===== src/rtl/cmu_pkg.sv =====
// Package: shared operation codes and widths for the compare/byte-match unit.
// Assumes: operand width is a whole number of byte lanes.
package cmu_pkg;

    typedef enum logic [1:0] {
        OP_SCMP   = 2'b00,
        OP_UCMP   = 2'b01,
        OP_CARRY  = 2'b10,
        OP_BMATCH = 2'b11
    } cmu_op_e;

    localparam int unsigned CMU_DATA_W = 32;
    localparam int unsigned CMU_LANE_W = 8;

endpackage


===== src/rtl/cmu_compare.sv =====
// Module: compare datapath. Forms b - a as b + ~a + 1. When the operand
// signs differ, the top bit is replaced by the sign of b (signed variant)
// or of a (unsigned variant), chosen by the UNSIGNED_MODE parameter.
// Assumes: purely combinational, operands stable for the cycle.
module cmu_compare #(
    parameter int unsigned DATA_W        = 32,
    parameter bit          UNSIGNED_MODE = 1'b0
) (
    input  logic [DATA_W-1:0] opnd_a,
    input  logic [DATA_W-1:0] opnd_b,
    output logic [DATA_W-1:0] cmp_o
);
    localparam int unsigned MSB = DATA_W - 1;

    logic [DATA_W-1:0] diff;
    logic              signs_differ;
    logic              sign_src;

    // Two's-complement subtraction b - a
    always_comb diff = opnd_b + ~opnd_a + {{(DATA_W-1){1'b0}}, 1'b1};

    always_comb signs_differ = opnd_a[MSB] ^ opnd_b[MSB];

    generate
        if (UNSIGNED_MODE) begin : g_uns
            // Unsigned order: sign taken from a
            always_comb sign_src = opnd_a[MSB];
        end else begin : g_sgn
            // Signed order: sign taken from b
            always_comb sign_src = opnd_b[MSB];
        end
    endgenerate

    // Patch the top bit only when the signs disagree
    always_comb cmp_o = signs_differ ? {sign_src, diff[MSB-1:0]} : diff;

    // identical operands must leave a zero difference
    always_comb begin
        p_equal_zero_r4: assert (opnd_a != opnd_b || cmp_o == '0)
            else $error("equal operands gave non-zero compare");
    end
endmodule


===== src/rtl/cmu_carry.sv =====
// Module: carry-out of a + b + cin. Carry is set when b is all ones and
// cin is set, or when the headroom ~a is smaller than b + cin.
// Assumes: purely combinational.
module cmu_carry #(
    parameter int unsigned DATA_W = 32
) (
    input  logic [DATA_W-1:0] opnd_a,
    input  logic [DATA_W-1:0] opnd_b,
    input  logic              carry_in,
    output logic              carry_o
);
    logic [DATA_W-1:0] headroom;
    logic [DATA_W-1:0] b_plus_c;

    // Space left above a before wrap
    always_comb headroom = ~opnd_a;
    // b plus incoming carry (wraps only in the all-ones case handled below)
    always_comb b_plus_c = opnd_b + {{(DATA_W-1){1'b0}}, carry_in};
    // Combine the wrap case and the headroom test
    always_comb carry_o = ((&opnd_b) & carry_in) | (headroom < b_plus_c);
endmodule


===== src/rtl/cmu_bytematch.sv =====
// Module: byte-lane matcher. Lane 0 is the most significant byte. Returns
// the 1-based index of the first equal lane, scanning from lane 0, or 0.
// Assumes: DATA_W is a multiple of LANE_W; purely combinational.
module cmu_bytematch #(
    parameter int unsigned DATA_W = 32,
    parameter int unsigned LANE_W = 8,
    localparam int unsigned LANES = DATA_W / LANE_W,
    localparam int unsigned IDX_W = $clog2(LANES + 1)
) (
    input  logic [DATA_W-1:0] opnd_a,
    input  logic [DATA_W-1:0] opnd_b,
    output logic [IDX_W-1:0]  idx_o
);
    logic [LANES-1:0] lane_eq;

    generate
        for (genvar g = 0; g < LANES; g++) begin : g_lane
            localparam int unsigned HI = DATA_W - 1 - g * LANE_W;
            // Equality of one byte lane
            always_comb lane_eq[g] = (opnd_a[HI -: LANE_W] == opnd_b[HI -: LANE_W]);
        end
    endgenerate

    // Priority pick: the lowest lane number (most significant byte) wins
    always_comb begin
        idx_o = '0;
        for (int i = LANES - 1; i >= 0; i--) begin
            if (lane_eq[i]) idx_o = IDX_W'(i + 1);
        end
    end

    // a zero index means no lane was equal
    always_comb begin
        p_zero_means_none_r9: assert (idx_o != '0 || lane_eq == '0)
            else $error("zero index while a lane matched");
    end
endmodule


===== src/rtl/cmu_unit.sv =====
// Module: top of the compare/byte-match unit. Selects one of the four
// datapath results and registers it with a one-cycle valid strobe.
// Assumes: synchronous active-low reset; the result only loads on in_valid.
module cmu_unit
    import cmu_pkg::*;
#(
    parameter int unsigned DATA_W = CMU_DATA_W,
    parameter int unsigned LANE_W = CMU_LANE_W
) (
    input  logic              clk,
    input  logic              rst_n,
    input  logic              in_valid,
    input  logic [1:0]        op,
    input  logic [DATA_W-1:0] opnd_a,
    input  logic [DATA_W-1:0] opnd_b,
    input  logic              carry_in,
    output logic              out_valid,
    output logic [DATA_W-1:0] result,
    output logic              carry_out
);
    localparam int unsigned LANES = DATA_W / LANE_W;
    localparam int unsigned IDX_W = $clog2(LANES + 1);

    logic [DATA_W-1:0] scmp_res;
    logic [DATA_W-1:0] ucmp_res;
    logic              cy_res;
    logic [IDX_W-1:0]  match_idx;
    logic [DATA_W-1:0] res_next;
    logic              cy_next;
    cmu_op_e           op_e;

    always_comb op_e = cmu_op_e'(op);

    cmu_compare #(.DATA_W(DATA_W), .UNSIGNED_MODE(1'b0)) u_scmp (
        .opnd_a(opnd_a), .opnd_b(opnd_b), .cmp_o(scmp_res));

    cmu_compare #(.DATA_W(DATA_W), .UNSIGNED_MODE(1'b1)) u_ucmp (
        .opnd_a(opnd_a), .opnd_b(opnd_b), .cmp_o(ucmp_res));

    cmu_carry #(.DATA_W(DATA_W)) u_carry (
        .opnd_a(opnd_a), .opnd_b(opnd_b), .carry_in(carry_in), .carry_o(cy_res));

    cmu_bytematch #(.DATA_W(DATA_W), .LANE_W(LANE_W)) u_match (
        .opnd_a(opnd_a), .opnd_b(opnd_b), .idx_o(match_idx));

    // Select the result for the requested operation
    always_comb begin
        res_next = '0;
        cy_next  = 1'b0;
        unique case (op_e)
            OP_SCMP:   res_next = scmp_res;
            OP_UCMP:   res_next = ucmp_res;
            OP_CARRY: begin
                res_next = {{(DATA_W-1){1'b0}}, cy_res};
                cy_next  = cy_res;
            end
            OP_BMATCH: res_next = {{(DATA_W-IDX_W){1'b0}}, match_idx};
            default:   res_next = '0;
        endcase
    end

    // Output stage: valid follows issue, data loads only on issue
    always_ff @(posedge clk) begin
        if (!rst_n) begin
            out_valid <= 1'b0;
            result    <= '0;
            carry_out <= 1'b0;
        end else begin
            out_valid <= in_valid;
            if (in_valid) begin
                result    <= res_next;
                carry_out <= cy_next;
            end
        end
    end

    // valid output is the issue strobe delayed by one cycle
    p_valid_follow_r2: assert property (@(posedge clk) disable iff (!rst_n)
        $past(rst_n) |-> (out_valid == $past(in_valid)));

    // no issue, no change
    p_hold_idle_r3: assert property (@(posedge clk) disable iff (!rst_n)
        ($past(rst_n) && !$past(in_valid)) |-> ($stable(result) && $stable(carry_out)));

    // carry result has only bit 0, mirroring carry_out
    p_carry_shape_r6: assert property (@(posedge clk) disable iff (!rst_n)
        ($past(rst_n) && $past(in_valid) && $past(op) == OP_CARRY) |->
            (result[DATA_W-1:1] == '0 && result[0] == carry_out));

    // carry_out stays clear for the other operations
    p_carry_clear_r7: assert property (@(posedge clk) disable iff (!rst_n)
        ($past(rst_n) && $past(in_valid) && $past(op) != OP_CARRY) |-> !carry_out);

    // byte-match index never exceeds the lane count
    p_match_range_r8: assert property (@(posedge clk) disable iff (!rst_n)
        ($past(rst_n) && $past(in_valid) && $past(op) == OP_BMATCH) |->
            (result <= DATA_W'(LANES)));
endmodule


===== config.mk =====
export PLATFORM = sky130hd
export DESIGN_NAME = cmu_unit
export DESIGN_NICKNAME = d
export VERILOG_FILES = /design/src/rtl/cmu_pkg.sv /design/src/rtl/cmu_compare.sv /design/src/rtl/cmu_carry.sv /design/src/rtl/cmu_bytematch.sv /design/src/rtl/cmu_unit.sv
export SDC_FILE = /design/constraint.sdc
export NUM_CORES = 1
export LEC_CHECK = 0
export ABC_AREA = 1
export CAP_MARGIN = 30
export CELL_PAD_IN_SITES_DETAIL_PLACEMENT = 1
export CELL_PAD_IN_SITES_GLOBAL_PLACEMENT = 1
export CORE_AREA = 4 4 152 154
export DETAILED_ROUTE_END_ITERATION = 10
export DIE_AREA = 0 0 156 158
export PLACE_DENSITY_LB_ADDON = 0.3
export RECOVER_POWER = 25
export SLEW_MARGIN = 20
export SYNTH_ARGS = -nofsm -noshare
export SYNTH_HDL_FRONTEND = slang
export SYNTH_HIERARCHICAL = 1
export SYNTH_SLANG_ARGS = --single-unit

===== constraint.sdc =====
create_clock -name clk -period 6.6 [get_ports clk]
set_clock_uncertainty 0.15 [all_clocks]
set_input_delay 1.32 -clock clk [delete_from_list [all_inputs] [get_ports clk]]
set_output_delay 1.32 -clock clk [all_outputs]
set_load 0.01 [all_outputs]

==> flow_metrics.env <==
export IMPL_cts_root_buffer="clkbuf_16"
export IMPL_arrival_ps=4600
export IMPL_cts_hold_buf=0
export IMPL_synth_top_area_cell="nand2_1"
export IMPL_endpoint_kind="flip-flop"
export IMPL_setup_tns_ps=0
export IMPL_nFillCells=3214
export IMPL_routabilityCongestion=0.953
export IMPL_yosysWarnings=6
export IMPL_clkSlewWorstSetupHoldPaths_ps=60
export IMPL_syn_num_nets=1857
export IMPL_hold_viol_final=0
export IMPL_layout_setup_ws_ps=2070
export IMPL_maxCapViolations=1
export IMPL_ys_seq_area_share_pct=7.42
export IMPL_fmax_ghz=0.221
export IMPL_die_x_um=156
export IMPL_synthTopCellsByCount="574 x nand2_1, 385 x inv_1, 125 x nor2_1, 95 x ha_1, 95 x nand3_1"
export IMPL_met1_usage_pct=41.5
export IMPL_detail_route_antenna_nets=0
export IMPL_core_um2=21700
export IMPL_fp_dieArea_um2=24600
export IMPL_drt_wl_total_mm=38.9
export IMPL_antenna_found_initial=0
export IMPL_status="finished with violations"
export IMPL_reg2reg_to="result[1]"
export IMPL_nets=1954
export IMPL_dr_pass1_iters=5
export IMPL_fin_total_pwr_mw=1.29
export IMPL_finalSetupViolCount=0
export IMPL_synth_area_um2=9170
export IMPL_track_usage_pct=31.2
export IMPL_synth_top_cell_area_share_pct=23.5
export IMPL_max_vdd_ir_drop_mv=0.102
export IMPL_crit_start="opnd_b[0]"
export IMPL_cts_sinks=34
export IMPL_violations="capacitance limit, slew limit"
export IMPL_p_per_area_nw_per_um2=123
export IMPL_numCtsBuffers=5
export IMPL_grt_busiest_layer="met2"
export IMPL_postSynthCellCount=1688
export IMPL_grt_max_degree=45
export IMPL_ios=104
export IMPL_synthFlopType="dfxtp_1"
export IMPL_grt_setup_unrepaired="false"
export IMPL_avgRoutedWirePerCell_um=18.8
export IMPL_grt_pass1_vias=11100
export IMPL_rr_worst_depth=2
export IMPL_io_buffers=103
export IMPL_hp_class="flip-flop to flip-flop"
export IMPL_post_cts_buffers=0
export IMPL_drive_above_1_share_pct=7.78
export IMPL_dp_worst_setup_slack_ps=1850
export IMPL_grt_overflow=0
export IMPL_use_met2_pct=53.0
export IMPL_num_vias=10700
export IMPL_clk_latency_ps=290
export IMPL_grt_pass1_wl_mm=59.8
export IMPL_yosysMostFrequentCell="nand2_1"
export IMPL_syn_avg_cell_area_um2=5.43
export IMPL_synthTopCellsByArea="nand2_1 23%, inv_1 16%, ha_1 13%, dfxtp_1 7.4%, nand3_1 5.2%"
export IMPL_fp_dieH_um=158
export IMPL_r2r_start="result[1]"
export IMPL_drtIter0Drc=573
export IMPL_timing_hold_ws_ps=329
export IMPL_r2r_slack_ps=5710
export IMPL_cts_max_level=2
export IMPL_synth_seq_cells=34
export IMPL_rows=54
export IMPL_slew_headroom_pct=-55.5
export IMPL_start_util_pct=42.3
export IMPL_cts_resized=0
export IMPL_p_leak_nw=6.41
export IMPL_cts_buffer_depth=2
export IMPL_final_max_slew_violation_count=45
export IMPL_worstSetupEndpoint="result[0]"
export IMPL_worst_slew_pin_slew_ps=2330
export IMPL_critPathRequiredTime_ps=6670
export IMPL_met3_usage_pct=2.19
export IMPL_place_area_um2=10400
export IMPL_drc=0
export IMPL_via_per_inst=5.18
export IMPL_hpwlAfterDp_mm=33.5
export IMPL_synthToLayoutAreaGrowth_pct=14.8
export IMPL_synthArstFlopShare_pct=0
export IMPL_design_area_um2=10500
export IMPL_crit_path_start_kind="input pin"
export IMPL_synth_cell_types=40
export IMPL_worstSetupPathType="input pin to flip-flop"
export IMPL_cts_tree="done"
export IMPL_path_max_fanout=6
export IMPL_timing_final_crit_share_pct=68.6
export IMPL_fin_crit_ps=4530
export IMPL_synth_edf_count=0
export IMPL_diodes=0
[worst max-delay path, stage by stage]
cell and delay, ps:
clkdlybuf4s50_1 580, ha_1 200, ha_1 200, inv_1 80, nor2_4 170, nand2_4 100
nor2_8 160, inv_1 80, o32ai_1 340, ha_1 310, nand2_1 60, inv_1 40
o21ai_0 70, a21oi_1 100, nor2_1 90, nand2_1 110, nand2_1 80, nand2_1 50
nand2_1 60, nand3_1 100, nand3_1 120, nand2_1 60, a21oi_2 100
[routing by layer]
metal  wire length (um)  share of wire, %
met1              17600                45
met2              18000                46
met3               1670               4.3
met4               1670               4.3
met5                  0                 0
[cells in the final DEF, fill, tap and decap left out, types with 34 or more instances in the layout]
cell type / count
a21oi_1: 63
clkdlybuf4s50_1: 86
dfxtp_1: 34
ha_1: 95
inv_1: 385
nand2_1: 574
nand2_2: 58
nand3_1: 95
nor2_1: 125
xor2_1: 46
[power by group]
| group | switching (mW) | internal [mW] | total (mW) |
|---|---|---|---|
| Sequential | 0.00827 | 0.221 | 0.229 |
| Combinational | 0.530 | 0.280 | 0.810 |
| Clock | 0.103 | 0.150 | 0.254 |
| Total | 0.642 | 0.651 | 1.29 |
[per-stage QoR]
stage	utilization [%]	cells
final	48.5	2066
after floorplan	-	1688
after detailed placement	47.9	2058
after CTS	48.5	2066
after global placement	47.9	2058
after global routing	48.5	2066
[area by class of cell]
class                   instances  area [um^2]  area share [%]
multi-input cells            1227         6760            64.2
inverters                     410         1540            14.6
repair buffers                107         1050            10.0
flip-flops and latches         34          681            6.47
well taps                     280          350            3.33
clock buffers                   7          143            1.36
clock inverters                 1         5.00          0.0476
[registers in the layout, summed over array words and instances (netlist names)]
signal / flops
carry_out: 1
result: 32
out_valid: 1
[how the worst min path moves through the flow]
stage                           from  slack, ps  cells after the start    endpoint
final                      result[3]        330                      2   result[3]
after global routing      result[10]        350                      2  result[10]
after CTS                  result[3]        340                      2   result[3]
after detailed placement   result[3]        320                      2   result[3]
after global placement    result[16]        310                      2  result[16]
after floorplan            result[0]        350                      2   result[0]
[cells by family after synthesis]
kind of cell	share of synthesized area [%]
and+or+nand+nor	44.7
buffers and inverters	19.0
AOI/OAI and AO/OA	7.87
adders and majority gates	13.8
xor gates and xnor gates	7.16
DFF	7.42
Power figures use the tool's default switching activity.
